[src/rtl/swp_pkg.sv]
package swp_pkg;

  typedef enum logic [2:0] {
    ST_IDLE,
    ST_S1,
    ST_S2,
    ST_OPEN,
    ST_D3,
    ST_D4,
    ST_D5
  } seqState_t;

  typedef struct packed {
    logic acceptWr;
    logic setProt;
    logic clrProt;
  } ctrlStrobe_t;

  typedef struct packed {
    logic stepA;
    logic stepB;
    logic stepEn;
    logic stepDis;
    logic stepOff;
  } stepHit_t;

  localparam int NUM_PATTERNS = 5;

endpackage

[src/rtl/swp_datapath.sv]
module swp_datapath
  import swp_pkg::*;
#(
  parameter int ADDR_W = 13,
  parameter int DATA_W = 8,
  parameter logic [ADDR_W-1:0] ADDR_HI = 13'h1555,
  parameter logic [ADDR_W-1:0] ADDR_LO = 13'h0AAA,
  parameter logic [DATA_W-1:0] CODE_A = 8'hAA,
  parameter logic [DATA_W-1:0] CODE_B = 8'h55,
  parameter logic [DATA_W-1:0] CODE_EN = 8'hA0,
  parameter logic [DATA_W-1:0] CODE_DIS = 8'h80,
  parameter logic [DATA_W-1:0] CODE_OFF = 8'h20
) (
  input  logic              clk,
  input  logic              rstN,
  input  logic [ADDR_W-1:0] wrAddr,
  input  logic [DATA_W-1:0] wrData,
  input  ctrlStrobe_t       strobe,
  output stepHit_t          hit,
  output logic              protOn
);

  localparam int PAIR_W = ADDR_W + DATA_W;
  localparam logic [PAIR_W-1:0] PATTERN [NUM_PATTERNS] = '{
    {ADDR_HI, CODE_A},
    {ADDR_LO, CODE_B},
    {ADDR_HI, CODE_EN},
    {ADDR_HI, CODE_DIS},
    {ADDR_HI, CODE_OFF}
  };

  logic [PAIR_W-1:0] pair;
  logic [NUM_PATTERNS-1:0] hitVec;

  assign pair = {wrAddr, wrData};

  for (genvar k = 0; k < NUM_PATTERNS; k++) begin : g_cmp
    assign hitVec[k] = (pair == PATTERN[k]);
  end

  assign hit.stepA   = hitVec[0];
  assign hit.stepB   = hitVec[1];
  assign hit.stepEn  = hitVec[2];
  assign hit.stepDis = hitVec[3];
  assign hit.stepOff = hitVec[4];

  always_ff @(posedge clk) begin
    if (!rstN) begin
      protOn <= 1'b0;
    end else if (strobe.setProt) begin
      protOn <= 1'b1;
    end else if (strobe.clrProt) begin
      protOn <= 1'b0;
    end
  end

  a_r4_set_raises: assert property (@(posedge clk) disable iff (!rstN)
    strobe.setProt |=> protOn);

  a_r8_clr_drops: assert property (@(posedge clk) disable iff (!rstN)
    strobe.clrProt |=> !protOn);

  a_r7_mode_holds: assert property (@(posedge clk) disable iff (!rstN)
    (!strobe.setProt && !strobe.clrProt) |=> $stable(protOn));

endmodule

[src/rtl/swp_ctrl.sv]
module swp_ctrl
  import swp_pkg::*;
(
  input  logic        clk,
  input  logic        rstN,
  input  logic        wrValid,
  input  logic        windowExpire,
  input  stepHit_t    hit,
  input  logic        protOn,
  output ctrlStrobe_t strobe
);

  seqState_t st;
  seqState_t stNext;
  seqState_t stEff;
  logic      plainOk;

  assign stEff   = windowExpire ? ST_IDLE : st;
  assign plainOk = !protOn;

  always_comb begin
    stNext = stEff;
    strobe = '0;
    if (wrValid) begin
      stNext = ST_IDLE;
      unique case (stEff)
        ST_IDLE: begin
          if (hit.stepA) stNext = ST_S1;
          else           strobe.acceptWr = plainOk;
        end
        ST_S1: begin
          if (hit.stepB) stNext = ST_S2;
          else           strobe.acceptWr = plainOk;
        end
        ST_S2: begin
          if (hit.stepEn) begin
            stNext = ST_OPEN;
            strobe.setProt = 1'b1;
          end else if (hit.stepDis) begin
            stNext = ST_D3;
          end else begin
            strobe.acceptWr = plainOk;
          end
        end
        ST_D3: begin
          if (hit.stepA) stNext = ST_D4;
          else           strobe.acceptWr = plainOk;
        end
        ST_D4: begin
          if (hit.stepB) stNext = ST_D5;
          else           strobe.acceptWr = plainOk;
        end
        ST_D5: begin
          if (hit.stepOff) strobe.clrProt = 1'b1;
          else             strobe.acceptWr = plainOk;
        end
        ST_OPEN: begin
          stNext = ST_OPEN;
          strobe.acceptWr = 1'b1;
        end
        default: stNext = ST_IDLE;
      endcase
    end
  end

  always_ff @(posedge clk) begin
    if (!rstN) st <= ST_IDLE;
    else       st <= stNext;
  end

  a_r11_accept_needs_valid: assert property (@(posedge clk) disable iff (!rstN)
    strobe.acceptWr |-> wrValid);

  a_r5_window_passes: assert property (@(posedge clk) disable iff (!rstN)
    (st == ST_OPEN && wrValid && !windowExpire) |-> strobe.acceptWr);

  a_r6_locked_rejects: assert property (@(posedge clk) disable iff (!rstN)
    (protOn && st == ST_IDLE && wrValid) |-> !strobe.acceptWr);

  a_r3_step_consumed: assert property (@(posedge clk) disable iff (!rstN)
    (wrValid && !windowExpire && st == ST_S1 && hit.stepB) |-> !strobe.acceptWr);

  a_r9_expire_clears: assert property (@(posedge clk) disable iff (!rstN)
    (windowExpire && !wrValid) |=> (st == ST_IDLE));

endmodule

[src/rtl/swp_sequencer.sv]
module swp_sequencer
  import swp_pkg::*;
#(
  parameter int ADDR_W = 13,
  parameter int DATA_W = 8
) (
  input  logic              clk,
  input  logic              rstN,
  input  logic              wrValid,
  input  logic [ADDR_W-1:0] wrAddr,
  input  logic [DATA_W-1:0] wrData,
  input  logic              windowExpire,
  output logic              wrAccept,
  output logic              protOn
);

  ctrlStrobe_t strobe;
  stepHit_t    hit;

  swp_datapath #(
    .ADDR_W(ADDR_W),
    .DATA_W(DATA_W)
  ) u_dp (
    .clk   (clk),
    .rstN  (rstN),
    .wrAddr(wrAddr),
    .wrData(wrData),
    .strobe(strobe),
    .hit   (hit),
    .protOn(protOn)
  );

  swp_ctrl u_ctrl (
    .clk         (clk),
    .rstN        (rstN),
    .wrValid     (wrValid),
    .windowExpire(windowExpire),
    .hit         (hit),
    .protOn      (protOn),
    .strobe      (strobe)
  );

  assign wrAccept = strobe.acceptWr;

endmodule

[config.mk]
export PLATFORM = sky130hd
export DESIGN_NAME = swp_sequencer
export DESIGN_NICKNAME = d
export VERILOG_FILES = /design/src/rtl/swp_pkg.sv /design/src/rtl/swp_datapath.sv /design/src/rtl/swp_ctrl.sv /design/src/rtl/swp_sequencer.sv
export SDC_FILE = /design/constraint.sdc
export NUM_CORES = 1
export LEC_CHECK = 0
export ABC_AREA = 1
export CORE_MARGIN = 2
export CORE_UTILIZATION = 44
export CTS_BUF_LIST = sky130_fd_sc_hd__clkbuf_8
export DETAILED_ROUTE_END_ITERATION = 10
export HOLD_SLACK_MARGIN = 0.12
export PLACE_DENSITY = 0.82
export SLEW_MARGIN = 10
export SYNTH_ARGS = -nofsm -noshare
export SYNTH_HDL_FRONTEND = slang
export SYNTH_SLANG_ARGS = --single-unit
[constraint.sdc]
create_clock -name clk -period 1.8 [get_ports clk]
set_clock_uncertainty 0.15 [all_clocks]
set_input_delay 0.27 -clock clk [delete_from_list [all_inputs] [get_ports clk]]
set_output_delay 0.27 -clock clk [all_outputs]
set_load 0.01 [all_outputs]
# --- Yosys cells after proc, flatten, opt, wreduce, memory -nomap -nowiden ---
# Cells that the tools add are included.
word_totals:
  reg_bits: 4
  input_bits: 25
  word_cells: 40
classes:
  n_eq_ne: 11
  n_mux: 22
  n_reduce_logical: 5
ops:
  columns: ["cell", "n"]
  rows:
  - ["21-bit == test (second input constant)", 4]
  - ["21-bit by 20-bit == test with 1-bit output (second input constant)", 1]
  - ["3-bit 2-to-1 mux", 7]
  - ["3-bit case mux with 6 select lines", 1]
  - ["1-bit 2-to-1 mux", 12]
  - ["3-bit == test (second input constant)", 3]
  - ["3-bit by 2-bit == test with 1-bit output (second input constant)", 2]
  - ["1-bit case mux with 5 select lines", 1]
  - ["2-bit OR reduction", 2]
  - ["3-bit by 1-bit == test with 1-bit output (second input constant)", 1]
  - ["3-bit logical NOT", 1]
  - ["2-bit 2-to-1 mux", 1]
  - ["2-bit nonzero test", 1]
  - ["1-bit logical NOT", 1]

# --- Longest topological paths before layout ---
# Gate-level depths: netlist of the first run.
logic_depth:
  ltp_word: 7
  depth_mapped: 10

# --- Cells and area by module ---
# Synthesis of the first run repeated with hierarchy kept, for this count alone.
hier_totals:
  cells_unflattened: 116
  hier_area_um2: 565.5
modules_own_cells:
  columns: ["mod", "n_inst", "cells_per_inst", "area_per_inst_um2", "seq_area_each_um2"]
  rows:
  - ["swp_datapath", 1, 64, 285.3, 20.0]
  - ["swp_ctrl", 1, 52, 280.3, 60.1]

# --- Worst setup path before layout of the first run ---
# Ideal clock, no wire load.
synth_path:
  path_type: "flip-flop to output port"
  start: "register u_ctrl.st[1]"
  end: "output port wrAccept"
  arrival_ns: 1.066
  required_time_ns: 1.380
  path_slack_ns: 0.314
  path_stages_with_launch: 7
  n_path_buf: 0
  path_cell_list: "dfxtp_1 inv_1 nor2_2 inv_1 nor3_4 nand4_1 a21oi_1"
synth_via:
  elab_chain_len: 5
  word_cells_on_any_way: 12
synth_lines:
  columns: ["element", "line_no", "text"]
  rows:
  - ["from (decl)", "swp_ctrl.sv:13", "seqState_t st;"]
  - ["from (signal assigned)", "swp_ctrl.sv:68", "else st <= stNext;"]
  - ["3-bit 2-to-1 mux (*)", "swp_ctrl.sv:18", "assign stEff = windowExpire ? ST_IDLE : st;"]
  - ["3-bit by 1-bit == test with 1-bit output (tied with other cells)", "swp_ctrl.sv:26", "unique case (stEff)"]
  - ["2-bit OR reduction (no source line)", null, null]
  - ["1-bit case mux with 5 select lines (*)", "swp_ctrl.sv:26", null]
  - ["3-bit 2-to-1 mux (*)", "swp_ctrl.sv:24", "if (wrValid) begin"]
  - ["to (decl)", "swp_sequencer.sv:13", "output logic wrAccept,"]
# Mark *: on every way between the ends. The rest lies on a longest branch, timed or not.

# --- Final worst setup path of the first run ---
layout_path:
  start: "input port wrAddr[12]"
  end: "output port wrAccept"
layout_via:
  elab_chain_len: 5
  word_cells_on_any_way: 12
layout_lines:
  columns: ["element", "line_no", "text"]
  rows:
  - ["from (decl)", "swp_sequencer.sv:10", "input logic [ADDR_W-1:0] wrAddr,"]
  - ["21-bit == test", "swp_datapath.sv:38", "assign hitVec[k] = (pair == PATTERN[k]);"]
  - ["1-bit 2-to-1 mux", "swp_ctrl.sv:39", "end else if (hit.stepDis) begin"]
  - ["1-bit 2-to-1 mux", "swp_ctrl.sv:36", "if (hit.stepEn) begin"]
  - ["1-bit case mux with 5 select lines (*)", "swp_ctrl.sv:26", null]
  - ["3-bit 2-to-1 mux (*)", "swp_ctrl.sv:24", null]
# Marks and branches as above.

==> metrics, run 1 <==
result of the run=finished, final reports clean; 1st-pass router iterations=4; remaining number of nets flagged by the antenna check after routing=0; CTS tree=yes; setup repair after global routing missed its margin=true; nets in the synthesized netlist=about 160; per-instance average area after synthesis=slightly below 5 µm²; antenna violations before repair=0; Synth area leader=sky130_fd_sc_hd__nand2_1; commonest cells after routing, fill and taps aside=sky130_fd_sc_hd__buf_4, sky130_fd_sc_hd__nand2_1, sky130_fd_sc_hd__inv_1, sky130_fd_sc_hd__clkbuf_2, sky130_fd_sc_hd__nor2_2; number of I/O port buffers=26; total global routing overflow=0; WL final=2730 µm; post-layout net count=around 220; non-filler instance count after layout=206; Worst-Skew Late Latency=0.21 ns; cell count after placement=between 150 and 200; number of register bits inferred by synthesis=4; number of inserted diodes=0; portion of synthesized cell area occupied by the leading cell type=18.9%; number of CTS-inserted buffers=3; slew at the pin closest to its max-slew limit=slightly below 0.2 ns; Hold Violations, Final=0; most common cell type on the critical path=sky130_fd_sc_hd__nand3_2; highest ir drop seen on vdd=just over 400 µV; Min Clock Period, post-route=1.77 ns; I/O pins=27; Slew Limit Fails=0; die height=42.6 µm; violation count after the first detailed-routing iteration=34; initial standard-cell utilization of the core=48.6%; maximum fanout along the worst path=5; relative max-transition margin=between 80% and 90%; synthesized area=656 µm²; maximum number of pins on one net before global-route repair=6; Tightest Hold Check Type=in -> reg; instance area after placement=0.00105 mm²; number of fillers in the final layout=60; static power due to leakage=0.610 nW; cell-by-cell trace of the critical path=clkdlybuf4s15_1 > nand2_2 > nor2_4 > nand3_2 > nand3_2 > nand2_1 > nor2_1 > a21oi_1 > buf_2; Total GRT Usage=29.8%; WP data required=1.38 ns; top cells by area, synth=sky130_fd_sc_hd__nand2_1, sky130_fd_sc_hd__nor2_1, sky130_fd_sc_hd__inv_1, sky130_fd_sc_hd__dfxtp_1, sky130_fd_sc_hd__nand3_1; Final period util=98.2%; Max Cap Viol=0; via density per instance=5.33; Post-Place Worst Slack=-0.671 ns; Cells after Synth=132; Final setup viols=0; Critical Path Start Type=input port; combined area of the multi-input logic cells=602 µm²; Cell variety after synth=20; Sequential cell area=81.3 µm²; Clock transition at path regs=roughly 0.030 ns; row cnt=13; Chip Width=42.6 µm; Post-Layout Inst Area=between 0.001 and 0.0015 mm²; last weighted congestion value of the routability-driven placer=0.930; hpwl dp=1670 µm; maximum number of buffers from clock root to sink=2; global-route wire length before repair=4230 µm; arrival time worst endpoint=1.35 ns; via count=1098; cts hold-fix bufs=0; sequential share of the synthesized area=12.2%; highest attainable clock frequency=566 MHz; Sinks on Clock Net=4; cell at the slowest stage of the critical path=sky130_fd_sc_hd__clkdlybuf4s15_1; most frequent standard cell in the layout excluding fill and tap cells=sky130_fd_sc_hd__buf_4; number of global-route vias before repair=1030; Crit Path Category=in -> out; routed length per placed instance=roughly 13 µm; area of the die=approximately 0.0018 mm²; H-tree lvl count=1; fraction of layout instances using a drive strength above 1=a little over half; Clock Tree Root=sky130_fd_sc_hd__clkbuf_8; relative area change from synthesis to final layout=88.9%; ratio of total power to cell area=325 mW/mm²; area of the core=~0.0014 mm²; residual DRC count=0; slowest cell delay on critical path=0.26 ns; CP Capture Type=primary output; yosys warns=0; least setup slack across all paths after layout=~0.033 ns
[report_power, final]
group          leakage [nW]  internal (mW)  switching (mW)  total [mW]
logic                 0.556         0.0599          0.0710       0.131
clock network        0.0216          0.142          0.0402       0.182
registers            0.0327         0.0893   0.00000000499      0.0893
total                 0.610          0.291           0.111       0.402
[through the flow]
step           utilization [%]  setup TNS [ns]  hold slack [ns]  total power, mW
2_1_floorplan                -               0            0.288            0.128
3_3_place_gp              78.1          -0.842            0.314            0.209
3_5_place_dp              78.1           -1.07            0.326            0.212
4_1_cts                   89.6               0            0.328            0.398
5_1_grt                   91.8         -0.0544            0.329            0.423
6_report                  91.8               0            0.317            0.402
[cells by family (layout without fill, tap and decap cells)]
kind of cell / count (synthesis) / in the layout / share of synthesized area [%]
flip-flops: 4 / 4 / 12.2
AO/OA/AOI/OAI: 6 / 6 / 5.15
AND/OR/NAND/NOR: 94 / 94 / 66.6
buffers and inverters: 28 / 87 / 16.0
[area by class of cell]
cell class	instances	area share (%)
Clock buffer	3	3.33
Inverter	28	8.48
Sequential cell	4	6.57
Tap cell	15	1.52
Multi-Input combinational cell	100	48.6
Timing Repair Buffer	56	31.5
[flip-flops by register name, summed over array words and instances (netlist names)]
signal       count
u_dp.protOn      1
u_ctrl.st        3
[layer usage]
layer | global-route usage, % | up-vias | part of all wire, %
met5 | 0 | - | 0
met4 | 11.9 | 0 | 2.5
met3 | 3.45 | 12 | 5.3
met2 | 57.5 | 52 | 54
met1 | 32.1 | 507 | 38
li1 | - | 527 | -
[repair_timing]
item | 4_1_cts | 5_1_grt
buffers inserted | 10 | 4
pin swaps | 19 | 24
setup endpoints to repair | 1 | 4
resized for setup | 52 | 59
[path summary, 6_finish.rpt]
| kind | start | to | slack (ns) | cells after the start |
|---|---|---|---|---|
| setup / recovery | wrAddr[12] | wrAccept | 0.03 | 9 |
| hold / removal | windowExpire | u_ctrl.st[2] | 0.32 | 4 |
| setup reg to reg | u_ctrl.st[1] | u_ctrl.st[2] | 0.38 | 9 |
| hold reg to reg | u_dp.protOn | u_dp.protOn | 0.34 | 2 |
[worst max-delay path: cells and delay by family]
family | cells | cell delay (ns)
AO/OA/AOI/OAI | 1 | 0.07
buffers and inverters | 2 | 0.39
AND/OR/NAND/NOR | 6 | 0.61
[cell usage after synthesis, drive strengths merged]
| cell type | number |
|---|---|
| o21ai | 1 |
| nor3 | 2 |
| nand4 | 5 |
| and2 | 1 |
| nand2 | 34 |
| nand3 | 15 |
| nor2b | 1 |
| nand3b | 1 |
| inv | 27 |
| a21oi | 5 |
| nor2 | 35 |
| dfxtp | 4 |
| clkinv | 1 |
Note: power is estimated with default switching activity, not from simulation.
==> inputs of run 2 (changes only) <==
- CORE_MARGIN: 2 -> not set
==> metrics, run 2 (synthesis gave the netlist of run 1 again) <==
Max Cap Viol=0 (unchanged); highest ir drop seen on vdd=457 µV (was 409 µV); ratio of total power to cell area=326 mW/mm² (was 325 mW/mm²); number of I/O port buffers=26 (unchanged); Min Clock Period, post-route=1.83 ns (was 1.77 ns); capture point of the critical path=wrAccept (unchanged); Slew Limit Fails=0 (unchanged); maximum number of pins on one net before global-route repair=6 (unchanged); WP data required=1.38 ns (about the same); area of the die=0.00165 mm² (was 0.00181 mm²); Final setup viols=1 (was 0); Critical Path Start Type=flip-flop (was input port); Clock Tree Root=sky130_fd_sc_hd__clkbuf_8 (unchanged); last weighted congestion value of the routability-driven placer=0.884 (was 0.930); number of fillers in the final layout=60 (unchanged); highest attainable clock frequency=545 MHz (was 566 MHz); antenna violations before repair=0 (unchanged); I/O pins=27 (unchanged); register with the most flip-flops=u_ctrl.st (unchanged); number of inserted diodes=0 (unchanged); global-route wire length before repair=3390 µm (was 4230 µm); post-layout net count=215 (was 218); number of cells on the worst reg-to-reg path=10 (was 9); worst hold slack across all endpoints=0.340 ns (was 0.317 ns); P_sw=108 µW (was 111 µW); maximum fanout along the worst path=4 (was 5); Crit Path Category=reg -> out (was in -> out); max FFs per register=3 (unchanged); CP delay by family, top=simple AND/OR/NAND/NOR gates (unchanged); total global routing overflow=0 (unchanged); Stages on worst setup path=9 (unchanged); Chip Width=40.6 µm (was 42.6 µm); Sinks on Clock Net=4 (unchanged); CTS tree=yes (unchanged); commonest cells after routing, fill and taps aside=sky130_fd_sc_hd__nand2_1, sky130_fd_sc_hd__buf_4, sky130_fd_sc_hd__inv_1, sky130_fd_sc_hd__nor2_2, sky130_fd_sc_hd__nor2_1 (was sky130_fd_sc_hd__buf_4, sky130_fd_sc_hd__nand2_1, sky130_fd_sc_hd__inv_1, sky130_fd_sc_hd__clkbuf_2, sky130_fd_sc_hd__nor2_2); PnR Total Power=401 µW (was 402 µW); most frequent standard cell in the layout excluding fill and tap cells=sky130_fd_sc_hd__nand2_1 (was sky130_fd_sc_hd__buf_4); Post-Place Worst Slack=-0.642 ns (was -0.671 ns); setup repair after global routing missed its margin=true (unchanged); CP Capture Type=primary output (unchanged); 1st-pass router iterations=4 (unchanged); H-tree lvl count=1 (unchanged); number of global-route vias before repair=879 (was 1030); hpwl dp=1610 µm (was 1670 µm); largest registers=u_ctrl.st x3, u_dp.protOn x1 (unchanged); slowest cell delay on critical path=0.33 ns (was 0.26 ns); relative area change from synthesis to final layout=87.6% (was 88.9%); Clock transition at path regs=0.03 ns (about the same); share of total power in sequential cells=22.3% (was 22.2%); slew at the pin closest to its max-slew limit=0.257 ns (was 0.198 ns); residual DRC count=0 (unchanged); Hold Path Stages=2 (was 4); Final period util=102% (was 98.2%); initial standard-cell utilization of the core=48.6% (unchanged); cts hold-fix bufs=0 (unchanged); critical path startpoint=u_ctrl.st[1] (was wrAddr[12]); net switching share of the total power=26.9% (was 27.6%); die height=40.6 µm (was 42.6 µm); via count=1025 (was 1098); RR Startpoint=u_ctrl.st[1] (unchanged); via density per instance=5.05 (was 5.33); maximum number of buffers from clock root to sink=2 (unchanged); share of total power in combinational logic=31.1% (was 32.5%); area of the core=0.00135 mm² (unchanged); Hold Violations, Final=0 (unchanged); Worst-Skew Late Latency=0.22 ns (was 0.21 ns); number of CTS-inserted buffers=3 (unchanged); relative max-transition margin=82.7% (was 86.8%); cell at the slowest stage of the critical path=sky130_fd_sc_hd__dfxtp_2 (was sky130_fd_sc_hd__clkdlybuf4s15_1); arrival time worst endpoint=1.41 ns (was 1.35 ns); RR Endpoint=u_ctrl.st[1] (was u_ctrl.st[2]); remaining number of nets flagged by the antenna check after routing=0 (unchanged); static power due to leakage=0.597 nW (was 0.610 nW); WL final=2610 µm (was 2730 µm); violation count after the first detailed-routing iteration=27 (was 34); sum of buffers and inverters on the critical path=2 (unchanged); routed length per placed instance=12.9 µm (was 13.3 µm); utilization after layout=91.1% (was 91.8%); least setup slack across all paths after layout=-0.0337 ns (was 0.0325 ns); Tightest Hold Check Type=reg -> reg (was in -> reg); violations in the final reports=negative setup slack; row cnt=13 (unchanged); internal power contribution=293 µW (was 291 µW); cell-by-cell trace of the critical path=inv_2 > nor2_4 > nand2_2 > nor2_4 > nand3_2 > nand2_1 > nor2_1 > a21oi_1 > buf_2 (was clkdlybuf4s15_1 > nand2_2 > nor2_4 > nand3_2 > nand3_2 > nand2_1 > nor2_1 > a21oi_1 > buf_2); Total GRT Usage=31.4% (was 29.8%); Reg2Reg Setup Slack=0.28 ns (was 0.38 ns); most common cell type on the critical path=sky130_fd_sc_hd__nor2_4 (was sky130_fd_sc_hd__nand3_2); fraction of layout instances using a drive strength above 1=44.7% (was 53.4%); share of power burned in the clock network=46.6% (was 45.3%); result of the run=complete, but fails checks (was finished, final reports clean)
-- run 2: changes by cell type in the layout (fill, tap and decap cells not counted), moves of 2 or more --
cell and change:
sky130_fd_sc_hd__nand2_2 -2, sky130_fd_sc_hd__nor2_1 +2, sky130_fd_sc_hd__dlygate4sd2_1 +2, sky130_fd_sc_hd__nand2_1 +2
sky130_fd_sc_hd__nor2_4 -3, sky130_fd_sc_hd__buf_4 -3, sky130_fd_sc_hd__clkbuf_2 -10, sky130_fd_sc_hd__clkdlybuf4s15_1 +8
-- run 2: area by class of cell --
class                   instances  area, µm²  area share [%]
clock buffers                   3       41.3            3.36
inverters                      28        105            8.55
multi-input cells             100        568            46.2
flip-flops and latches          4       81.3            6.61
well taps                      15       18.8            1.53
repair buffers                 53        415            33.8
-- run 2: worst min-delay path by stage --
stage / slack (ns) / startpoint / end
CTS: 0.33 / u_dp.protOn / u_dp.protOn
global placement: 0.31 / u_dp.protOn / u_dp.protOn
floorplan: 0.29 / wrValid / u_dp.protOn
detailed placement: 0.32 / u_dp.protOn / u_dp.protOn
global route: 0.38 / u_dp.protOn / u_dp.protOn
finish: 0.34 / u_dp.protOn / u_dp.protOn
-- run 2: what timing repair did --
item / 4_1_cts / 5_1_grt
gates cloned: 0 / 0
setup endpoints to repair: 1 / 2
hold endpoints to repair: 0 / 0
setup buffers: 6 / 4
pin swaps: 21 / 27
gates resized for setup: 51 / 39
-- run 2: power by group through the flow --
stage                     sequential [mW]  combinational, mW  clock, mW
after floorplan                    0.0905             0.0372          0
after global placement             0.0905              0.118          0
after detailed placement           0.0905              0.121          0
after CTS                          0.0893              0.118      0.189
after global routing               0.0893              0.137      0.193
final                              0.0893              0.124      0.187
-- run 2: worst min-delay path, cell delays in order (launching register included) --
cell and delay, ns:
sky130_fd_sc_hd__dfxtp_1 0.32, sky130_fd_sc_hd__nand2_1 0.07, sky130_fd_sc_hd__a21oi_1 0.05
-- run 2: metrics by stage --
stage	cells	instance area [µm²]	setup TNS, ns
after floorplan	132	656	0
after global placement	190	1060	-0.869
after detailed placement	190	1060	-1.05
after CTS	199	1190	0
after global routing	203	1230	-0.162
final	203	1230	-0.0337
-- run 2: metal layers --
layer / part of all wire (%) / vias to the layer above / GRT usage (%)
met5: 0 / - / 0
met4: 3.4 / 0 / 15.8
met3: 2.9 / 10 / 0.556
met2: 53 / 32 / 63.1
met1: 40 / 466 / 32.0
li1: - / 517 / -
